===== src/rtl/tcr_pkg.sv =====
package tcr_pkg;
    parameter int unsigned DATA_W = 32;
    parameter int unsigned ADDR_W = 8;
    parameter int unsigned KEY_W  = 8;
    parameter int unsigned KEY_LSB = 1;

    localparam logic [ADDR_W-1:0] OFF_MAIN = ADDR_W'('h30);
    localparam logic [ADDR_W-1:0] OFF_AUX  = ADDR_W'('h34);
    localparam logic [ADDR_W-1:0] OFF_KEY  = ADDR_W'('h38);
    localparam logic [ADDR_W-1:0] OFF_CLR  = ADDR_W'('h3C);

    localparam logic [KEY_W-1:0] KEY_ARM    = KEY_W'('hAE);
    localparam logic [KEY_W-1:0] KEY_DISARM = KEY_W'('hEA);

    typedef struct packed {
        logic main;
        logic aux;
        logic key;
        logic clr;
    } sel_t;

    typedef struct packed {
        logic [DATA_W-1:0] main;
        logic [DATA_W-1:0] aux;
        logic [DATA_W-1:0] rdata;
        logic              err;
    } regs_t;
endpackage


===== src/rtl/tcr_decode.sv =====
module tcr_decode
    import tcr_pkg::*;
(
    input  logic [ADDR_W-1:0] addr,
    input  logic              wr_en,
    input  logic              rd_en,
    output sel_t              wsel,
    output sel_t              rsel,
    output logic              bad
);
    sel_t hit;

    always_comb begin
        hit.main = (addr == OFF_MAIN);
        hit.aux  = (addr == OFF_AUX);
        hit.key  = (addr == OFF_KEY);
        hit.clr  = (addr == OFF_CLR);

        wsel = wr_en ? hit : '0;
        rsel = '0;
        if (rd_en) begin
            rsel.main = hit.main;
            rsel.aux  = hit.aux;
            rsel.key  = hit.key;
        end

        // the clear offset is write-only
        bad = (wr_en && (hit == '0))
           || (rd_en && !(hit.main || hit.aux || hit.key));
    end
endmodule


===== src/rtl/tcr_key_arm.sv =====
module tcr_key_arm
    import tcr_pkg::*;
(
    input  logic              clk,
    input  logic              rst_n,
    input  logic              key_wr,
    input  logic [DATA_W-1:0] wdata,
    output logic              armed
);
    logic armed_d, armed_q;
    logic [KEY_W-1:0] cmd;

    always_comb begin
        cmd     = wdata[KEY_LSB +: KEY_W];
        armed_d = armed_q;
        if (key_wr) begin
            if (cmd == KEY_ARM) begin
                armed_d = 1'b1;
            end else if (cmd == KEY_DISARM) begin
                armed_d = 1'b0;
            end
        end
    end

    always_ff @(posedge clk or negedge rst_n) begin
        if (!rst_n) begin
            armed_q <= 1'b0;
        end else begin
            armed_q <= armed_d;
        end
    end

    assign armed = armed_q;
endmodule


===== src/rtl/tcr_ctl_core.sv =====
module tcr_ctl_core
    import tcr_pkg::*;
(
    input  logic [DATA_W-1:0] main_q,
    input  logic [DATA_W-1:0] aux_q,
    input  sel_t              wsel,
    input  logic [DATA_W-1:0] wdata,
    input  logic              armed,
    output logic [DATA_W-1:0] main_d,
    output logic [DATA_W-1:0] aux_d
);
    logic clr_go;
    assign clr_go = wsel.clr && armed;

    for (genvar i = 0; i < DATA_W; i++) begin : g_bit
        always_comb begin
            if (wsel.main) begin
                main_d[i] = wdata[i];
            end else if (clr_go && wdata[i]) begin
                main_d[i] = 1'b0;
            end else begin
                main_d[i] = main_q[i];
            end
        end
    end

    assign aux_d = wsel.aux ? wdata : aux_q;
endmodule


===== src/rtl/tcr_top.sv =====
module tcr_top
    import tcr_pkg::*;
(
    input  logic              clk,
    input  logic              rst_n,
    input  logic [ADDR_W-1:0] addr,
    input  logic              wr_en,
    input  logic [DATA_W-1:0] wr_data,
    input  logic              rd_en,
    output logic [DATA_W-1:0] rd_data,
    output logic              bad_access,
    output logic [DATA_W-1:0] ctl_main,
    output logic [DATA_W-1:0] ctl_aux
);
    regs_t st_d, st_q;
    sel_t  wsel, rsel;
    logic  bad;
    logic  armed;
    logic [DATA_W-1:0] main_nx, aux_nx;

    tcr_decode u_dec (
        .addr  (addr),
        .wr_en (wr_en),
        .rd_en (rd_en),
        .wsel  (wsel),
        .rsel  (rsel),
        .bad   (bad)
    );

    tcr_key_arm u_key (
        .clk    (clk),
        .rst_n  (rst_n),
        .key_wr (wsel.key),
        .wdata  (wr_data),
        .armed  (armed)
    );

    tcr_ctl_core u_core (
        .main_q (st_q.main),
        .aux_q  (st_q.aux),
        .wsel   (wsel),
        .wdata  (wr_data),
        .armed  (armed),
        .main_d (main_nx),
        .aux_d  (aux_nx)
    );

    always_comb begin
        st_d       = st_q;
        st_d.main  = main_nx;
        st_d.aux   = aux_nx;
        st_d.err   = bad;
        st_d.rdata = '0;
        if (rsel.main) begin
            st_d.rdata = st_q.main;
        end else if (rsel.aux) begin
            st_d.rdata = st_q.aux;
        end else if (rsel.key) begin
            st_d.rdata = DATA_W'(armed);
        end
    end

    always_ff @(posedge clk or negedge rst_n) begin
        if (!rst_n) begin
            st_q <= '0;
        end else begin
            st_q <= st_d;
        end
    end

    assign rd_data    = st_q.rdata;
    assign bad_access = st_q.err;
    assign ctl_main   = st_q.main;
    assign ctl_aux    = st_q.aux;
endmodule


===== config.mk =====
export PLATFORM = sky130hd
export DESIGN_NAME = tcr_top
export DESIGN_NICKNAME = d
export VERILOG_FILES = /design/src/rtl/tcr_pkg.sv /design/src/rtl/tcr_decode.sv /design/src/rtl/tcr_key_arm.sv /design/src/rtl/tcr_ctl_core.sv /design/src/rtl/tcr_top.sv
export SDC_FILE = /design/constraint.sdc
export NUM_CORES = 1
export LEC_CHECK = 0
export BUFFER_PORTS_ARGS = -buffer_cell sky130_fd_sc_hd__buf_2
export CORE_ASPECT_RATIO = 1.5
export CORE_MARGIN = 10
export CORE_UTILIZATION = 30
export CTS_BUF_LIST = sky130_fd_sc_hd__clkbuf_4 sky130_fd_sc_hd__clkbuf_8
export DETAILED_ROUTE_END_ITERATION = 16
export HOLD_SLACK_MARGIN = 0.06
export PLACE_DENSITY_LB_ADDON = 0.12
export SLEW_MARGIN = 20
export SYNTH_ARGS = -nofsm -noshare
export SYNTH_HDL_FRONTEND = slang
export SYNTH_SLANG_ARGS = --single-unit

===== constraint.sdc =====
create_clock -name clk -period 2.1 [get_ports clk]
set_input_delay 0.105 -clock clk [delete_from_list [all_inputs] [get_ports clk]]
set_output_delay 0.105 -clock clk [all_outputs]
set_load 0.02 [all_outputs]

# ---- Word level (Yosys, flattened, before mapping)
# Index checks and enable logic that the tools add are counted.
dict set report op_classes {
  n_reduce_logical 74
  eq_ne 6
  mux 71
}
# cell n
set ops {}
lappend ops {{two-way mux 1 bit} 67}
lappend ops {{nonzero test 2 bit} 33}
lappend ops {{two-way mux 32 bit} 2}
lappend ops {{logical AND 1 bit} 35}
lappend ops {{== test 8 x 6 -> 1 bit (second input constant)} 4}
lappend ops {{== test 8 bit (second input constant)} 2}
lappend ops {{zero test 4 bit} 1}
lappend ops {{two-way mux 4 bit} 1}
lappend ops {{logical OR 1 bit} 3}
lappend ops {{two-way mux 3 bit} 1}
lappend ops {{AND reduction 2 bit} 1}
lappend ops {{zero test 1 bit} 1}
dict set report word_totals {
  input_bits 44
  wordCells 187
  ff_bits 98
  out_inout_bits 97
}

# ---- Longest topological paths before layout
# Gate-level depths: netlist of the first run.
dict set report logic_depth {
  depth_word 6
  mapped_depth 6
  depth_no_buf 3
}

# ---- Modules after synthesis
# From an unflattened synthesis of the first run, not the netlist that was laid out.
dict set report unflattened {
  cells_unflattened 284
  hier_area_um2 4156.5
}
# mod area_per_inst_um2 n_inst cells_each seq_area_each_um2
set modules_own_cells {}
lappend modules_own_cells {tcr_top 2800.2 1 142 2427.3}
lappend modules_own_cells {tcr_ctl_core 1107.3 1 113 0.0}
lappend modules_own_cells {tcr_decode 173.9 1 20 0.0}
lappend modules_own_cells {tcr_key_arm 75.1 1 9 25.0}

# ---- Worst setup path before layout of the first run
# Ideal clock, no wire load.
dict set report synth_path {
  kind {input -> register}
  start {input port addr[6]}
  end {register st_q, in the netlist ctl_aux[0]}
  path_slack_ps 876
  arrival_time_ps 1099
  path_buffers 2
  cell_stages 5
  t_required_ps 1975
  setup_ps 125
  cell_sequence {and4bb_1 > buf_6 > nand4b_4 > buf_6 > mux2_4}
}
dict set report synth_between {
  elab_chain_cells 2
}
# element line_no
set synth_rtl {}
lappend synth_rtl {{start, declared} tcr_top.sv:6} ;# input logic [ADDR_W-1:0] addr,
lappend synth_rtl {{== test 8 x 6 -> 1 bit} tcr_decode.sv:15} ;# hit.aux = (addr == OFF_AUX);
lappend synth_rtl {{two-way mux 4 bit} tcr_decode.sv:19} ;# wsel = wr_en ? hit : '0;
lappend synth_rtl {{end signal, assigned} tcr_top.sv:67} ;# st_q <= st_d;
lappend synth_rtl {{end, declared} tcr_top.sv:15} ;# regs_t st_d, st_q;
# Every way passes these cells.
# A chain may end at the register's enable or synchronous reset.

# ---- Final worst setup path of the first run
dict set report layout_path {
  start {input port wr_en}
  end {register st_q, in the netlist ctl_aux[19]}
}
dict set report layout_between {
  elab_chain_cells 1
}
# element line_no
set layout_rtl {}
lappend layout_rtl {{start, declared} tcr_top.sv:7} ;# input logic wr_en,
lappend layout_rtl {{two-way mux 4 bit} tcr_decode.sv:19}
# Every way passes these cells.

==> reports/metrics.cfg, run 1 <==
[run_status]
status = finished, final reports clean

[sta]
post-route-period-util = 0.756
worst_pin_slew_ns = 0.514
setup_tns_ns = 0
max_freq_mhz = 630
period_needed_ns = 1.59
slew_viol_final = 0
slew_headroom = 0.657
finClkSkew_ns = 0.0121
setup_viol = 0
finalHoldViolCount = 0
rsz0062_at_grt = no

[setup_path]
path_cells = dlygate4sd3_1 -> buf_2 -> nor3b_4 -> nand4b_4 -> buf_4 -> mux2_4
required_ns = 2.35
crit_cells = 6
crit_family = buffers and inverters
cp.arrival_ns = 1.84
startpoint = wr_en
critPathSlowestCell = dlygate4sd3_1
critPathLaunchType = input port
crit_path_end_kind = flip-flop
reg2reg_from = u_key.armed
crit_buf_inv = 3
reg2reg_to = ctl_main[22]
critical_path_class = input port to flip-flop
critical_path.max_fanout = 23
ff2ff_setup_slack_ns = 0.91
ff2ff_path_depth = 4
slowest_delay_ns = 0.52

[floorplanning]
initial_utilization = 0.307
die_y_um = 167
row_count = 53
die_area_um2 = 19800
io_pins = 141
die_width_um = 118
core_region_area_um2 = 14100

[finish]
antennaDiodeCount = 0
final_common_cell = buf_2
syn2layout_area_growth_pct = 33.2
final_area_um2 = 5780
nets = 560
drive_gt1_frac = 0.401
final_cell_mix = buf_2 (138), dfrtp_1 (98), dlygate4sd3_1 (36), nor2_1 (33)

[routing]
drt_iter0_markers = 133
ant_nets = 0
drc = 0
vias_per_cell = 4.70
num_vias = 3351
drtPass1Iterations = 4
avgRoutedWirePerCell_um = 18.0
wirelength_um = 12900

[grt]
grt_pass1_vias = 3699
grt_max_degree = 44
grt_usage = 0.128
grt_pass1_wl_um = 20400
overflow = 0
antenna_found_initial = 0

[hold_path]
worstHoldPathCells = 3
hold_path_class = input port to flip-flop
min_to = rd_data[0]
hold_start = addr[0]

[power]
max-vdd-ir-drop_v = 0.000303
p_per_area_nw_per_um2 = 664
finalPower_mw = 3.83
leakage_nw = 3.10

[place]
post-dp-hpwl_um = 9210
port_buffers = 140
place.gp.congestion = 0.723
placed_area_um2 = 5240

[clocking]
numCtsBuffers = 9
tritoncts = built
h-tree-depth = 3
post_cts_buffers = 0
clk_latency_ns = 0.37
clockBufferDepth = 2
clkTransAtPathRegs_ns = 0.10
clock-root-buffer = clkbuf_8
cts.sinks = 98

[synthesis]
syn_inst = 343
synth.distinct_cells = 31
ys_dominant_reg_cell = dfrtp_1
synth_edf_count = 0
yosysWarnings = 0
ys_ff_latch = 98
netlist_area_um2 = 4340
ys_seq_area_frac = 0.565
async_flop_share = 1.00
syn_area_per_cell_um2 = 12.6
syn_nets = 387

[flow_run]
max-cap-violations = 0

[timing repair]
item	4_1_cts	5_1_grt
endpoints found under the hold margin	69	0
endpoints found under the setup margin	0	0
hold buffers	36	0
resized for setup	0	0
[Yosys cell counts, types with 2 or more instances]
library cell	n	area, um2
dfrtp_1	98	2450
nor2_1	33	124
a21oi_1	32	160
mux2i_1	32	320
nor3_1	32	160
o22a_1	32	280
mux2_4	30	450
buf_2	12	60.1
clkbuf_1	9	33.8
buf_6	7	78.8
nand2_1	3	11.3
buf_1	2	7.51
inv_1	2	7.51
mux2_2	2	22.5
[metrics by stage]
step           utilization  setup WS, ns  hold slack (ns)  instances
2_1_floorplan            -         0.876           -0.191        343
3_3_place_gp         0.371         0.529            0.104        661
3_5_place_dp         0.371         0.488            0.116        661
4_1_cts              0.409         0.506            0.163        713
5_1_grt              0.409         0.454            0.186        713
6_report             0.409         0.513            0.182        713
[worst max-delay path by stage]
stage / endpoint / slack, ns
2_1_floorplan: ctl_aux[0] / 0.88
3_3_place_gp: ctl_aux[9] / 0.53
3_5_place_dp: ctl_aux[13] / 0.49
4_1_cts: ctl_aux[15] / 0.51
5_1_grt: ctl_aux[19] / 0.45
6_report: ctl_aux[19] / 0.51
[worst register-to-register path, delay by kind of cell (launching register included)]
kind	cells	cell delay [ns]
DFF	1	0.41
AOI/OAI and AO/OA	2	0.33
and+or+nand+nor	1	0.20
buffers and inverters	1	0.20
[power by group]
group          switching (mW)  internal, mW  leakage (nW)
Sequential             0.0695          1.97          1.34
Combinational           0.333         0.280          1.67
Clock                   0.701         0.484        0.0898
Total                    1.10          2.73          3.10
[state kept, by name, summed over array words and instances (netlist names)]
name and flops:
bad_access 1, ctl_aux 32, ctl_main 32, rd_data 32
u_key.armed 1
[layer usage]
metal | global-route usage | part of all wire | vias to the layer above
met4 | 0.0485 | 0.015 | 0
met3 | 0.0340 | 0.058 | 10
met5 | 0 | 0 | -
met1 | 0.132 | 0.39 | 1671
met2 | 0.238 | 0.54 | 89
li1 | - | - | 1581
[area by class of cell]
cell class | instances | area [um2]
Fill cell | 1430 | 8350
Sequential cell | 98 | 2450
Multi-Input combinational cell | 213 | 1700
Tap cell | 192 | 240
Inverter | 2 | 7.51
Clock inverter | 5 | 37.5
Timing Repair Buffer | 192 | 1200
Clock buffer | 11 | 145
[logic make-up after synthesis]
family | count (synthesis) | synth area share
DFF | 98 | 0.565
and+or+nand+nor | 80 | 0.0972
AOI/OAI and AO/OA | 69 | 0.111
muxes | 64 | 0.183
buffers and inverters | 32 | 0.0433
Power figures use the tool's default switching activity.
==> run 2: changes to the inputs <==
==> constraint.sdc (replaced) <==
create_clock -name clk -period 1.4 [get_ports clk]
set_input_delay 0.07 -clock clk [delete_from_list [all_inputs] [get_ports clk]]
set_output_delay 0.07 -clock clk [all_outputs]
set_load 0.02 [all_outputs]
==> run 2 against run 1 <==
Compared with the run above: sequential cell count unchanged; non-clock buffer count increased by 6; via count increased by 1.3%; clock skew increased by 0.0010 ns; largest power group unchanged; highest routed layer unchanged; critical path type unchanged; first-iteration DRC count increased by 3.8%.
==> reports/metrics.cfg, run 2 (synthesis results as in run 1) <==
[routing]
drtPass1Iterations = 5  ; was 4
ant_nets = 0  ; unchanged
avgRoutedWirePerCell_um = 18.2  ; was 18.0 um
drt_iter0_markers = 138  ; was 133
vias_per_cell = 4.73  ; was 4.70
num_vias = 3394  ; was 3351
drc = 0  ; unchanged
wirelength_um = 13100  ; was 12900 um

[sta]
finClkSkew_ns = 0.0131  ; was 0.0121 ns
finalHoldViolCount = 0  ; unchanged
rsz0062_at_grt = no  ; unchanged
setup_viol = 0  ; unchanged
post-route-period-util = 0.897
worst_pin_slew_ns = 0.562  ; was 0.514 ns
max_freq_mhz = 796
period_needed_ns = 1.26
slew_viol_final = 0  ; unchanged
slew_headroom = 0.625  ; was 0.657
setup_tns_ns = 0  ; unchanged

[power]
max-vdd-ir-drop_v = 0.000579  ; was 0.000303 V
leakage_nw = 3.21  ; was 3.10 nW
p_sw_frac = 0.268  ; was 0.288
clockPowerShare = 0.336  ; was 0.309
power_switching_mw = 1.61  ; was 1.10 mW
p_per_area_nw_per_um2 = 1010  ; was 664 nW/um2
comb_power_share = 0.156  ; was 0.160
internal-power_mw = 4.41  ; was 2.73 mW
seqPwrFrac = 0.508  ; was 0.531
finalPower_mw = 6.02  ; was 3.83 mW

[place]
place.gp.congestion = 0.743  ; was 0.723
placed_area_um2 = 5340  ; was 5240 um2
post-dp-hpwl_um = 8940  ; was 9210 um
port_buffers = 140  ; unchanged

[grt]
antenna_found_initial = 0  ; unchanged
grt_max_degree = 99  ; was 44
grt_usage = 0.128  ; about the same
use_met2 = 0.225  ; was 0.238
met3_usage = 0.0306  ; was 0.0340
grt_pass1_wl_um = 20700  ; was 20400 um
overflow = 0  ; unchanged
grt_pass1_vias = 3730  ; was 3699
grt.met1_usage = 0.150  ; was 0.132
busiest_layer = met2  ; unchanged

[setup_path]
critPathSlowestCell = dlygate4sd3_1  ; unchanged
crit_path_end_kind = flip-flop  ; unchanged
crit_buf_inv = 3  ; unchanged
critPathLaunchType = input port  ; unchanged
slowest_delay_ns = 0.55  ; was 0.52 ns
required_ns = 1.65  ; was 2.35 ns
critical_path_class = input port to flip-flop  ; unchanged
cp.arrival_ns = 1.50  ; was 1.84 ns
critical_path.max_fanout = 8  ; was 23
path_cells = buf_2 -> and4bb_1 -> buf_4 -> nand2_1 -> a22o_1 -> dlygate4sd3_1  ; was dlygate4sd3_1 -> buf_2 -> nor3b_4 -> nand4b_4 -> buf_4 -> mux2_4
crit_family = buffers and inverters  ; unchanged

[run_status]
status = finished, final reports clean  ; unchanged

[clocking]
clk_latency_ns = 0.36  ; was 0.37 ns
cts.sinks = 98  ; unchanged
tritoncts = built  ; unchanged
numCtsBuffers = 9  ; unchanged
clockBufferDepth = 2  ; unchanged
clock-root-buffer = clkbuf_8  ; unchanged
clkTransAtPathRegs_ns = 0.09  ; was 0.10 ns
h-tree-depth = 3  ; unchanged

[finish]
antennaDiodeCount = 0  ; unchanged
final_cell_mix = buf_2 (137), dfrtp_1 (98), dlygate4sd3_1 (35), nor2_1 (33)  ; was buf_2 (138), dfrtp_1 (98), dlygate4sd3_1 (36), nor2_1 (33)
syn2layout_area_growth_pct = 37.7  ; was 33.2%
multiInputGateArea_um2 = 1700  ; unchanged
nets = 566  ; was 560
final_common_cell = buf_2  ; unchanged
drive_gt1_frac = 0.407  ; was 0.401
final_area_um2 = 5970  ; was 5780 um2
seq_area_um2 = 2450  ; unchanged
nFillCells = 1397  ; was 1430

[floorplanning]
die_area_um2 = 19800  ; unchanged
initial_utilization = 0.307  ; unchanged
core_region_area_um2 = 14100  ; unchanged
row_count = 53  ; unchanged
die_y_um = 167  ; unchanged
io_pins = 141  ; unchanged
die_width_um = 118  ; unchanged

[flow_run]
max-cap-violations = 0  ; unchanged

[hold_path]
hold_path_class = input port to flip-flop  ; unchanged

run 2: changes by cell type in the layout (fill, tap and decap cells not counted), moves of 2 or more:
cell	change
bufinv_16	+2
clkinvlp_4	-2
buf_4	-2
clkbuf_16	+2
buf_12	+6
run 2: power groups by stage:
stage | Clock [mW] | Combinational, mW | Sequential, mW
after floorplan | 0 | 0.334 | 3.24
final | 2.02 | 0.939 | 3.06
after detailed placement | 0 | 0.879 | 3.11
after global routing | 2.20 | 1.03 | 3.07
after global placement | 0 | 0.867 | 3.11
after CTS | 2.12 | 0.960 | 3.06
run 2: worst min-delay path, cell delays in order:
cell and delay [ns]:
buf_2 0.11, nor2_1 0.07, and4_2 0.22
run 2: area by class of cell:
| cell class | instances | area share |
|---|---|---|
| sequential | 98 | 0.411 |
| multi-input combinational | 213 | 0.284 |
| timing repair buffer | 198 | 0.228 |
| tap | 192 | 0.0402 |
| clock buffer | 10 | 0.0220 |
| clock inverter | 5 | 0.0132 |
| inverter | 2 | 0.00126 |
run 2: path summary, 6_finish.rpt:
kind / startpoint / end / slack [ns] / cells after the start
min in group asynchronous: rst_n / rd_data[26] / 0.29 / 3
min reg2reg: ctl_aux[9] / ctl_aux[9] / 0.54 / 1
max reg2reg: u_key.armed / ctl_main[0] / 0.20 / 4
min: addr[0] / rd_data[0] / 0.16 / 3
max in group asynchronous: rst_n / rd_data[1] / 0.66 / 3
max: addr[6] / bad_access / 0.14 / 6
run 2: what timing repair did:
item,in CTS,in global routing
endpoints found under the hold margin,151,0
resized for setup,0,3
endpoints found under the setup margin,0,31
hold buffers,36,0
buffers inserted,0,1
run 2: metrics by stage:
| step | instances | worst slack, ns | hold slack [ns] | utilization |
|---|---|---|---|---|
| 2_1_floorplan | 343 | 0.211 | -0.226 | - |
| 3_3_place_gp | 665 | 0.105 | 0.176 | 0.378 |
| 3_5_place_dp | 665 | 0.0897 | 0.189 | 0.378 |
| 4_1_cts | 716 | 0.0208 | 0.129 | 0.418 |
| 5_1_grt | 718 | 0.00458 | 0.162 | 0.423 |
| 6_report | 718 | 0.144 | 0.159 | 0.423 |
run 2: layer usage:
| layer | up-vias | wire length (um) |
|---|---|---|
| met5 | - | 0 |
| met4 | 0 | 131 |
| met3 | 10 | 602 |
| met2 | 90 | 6790 |
| met1 | 1704 | 5540 |
| li1 | 1590 | - |
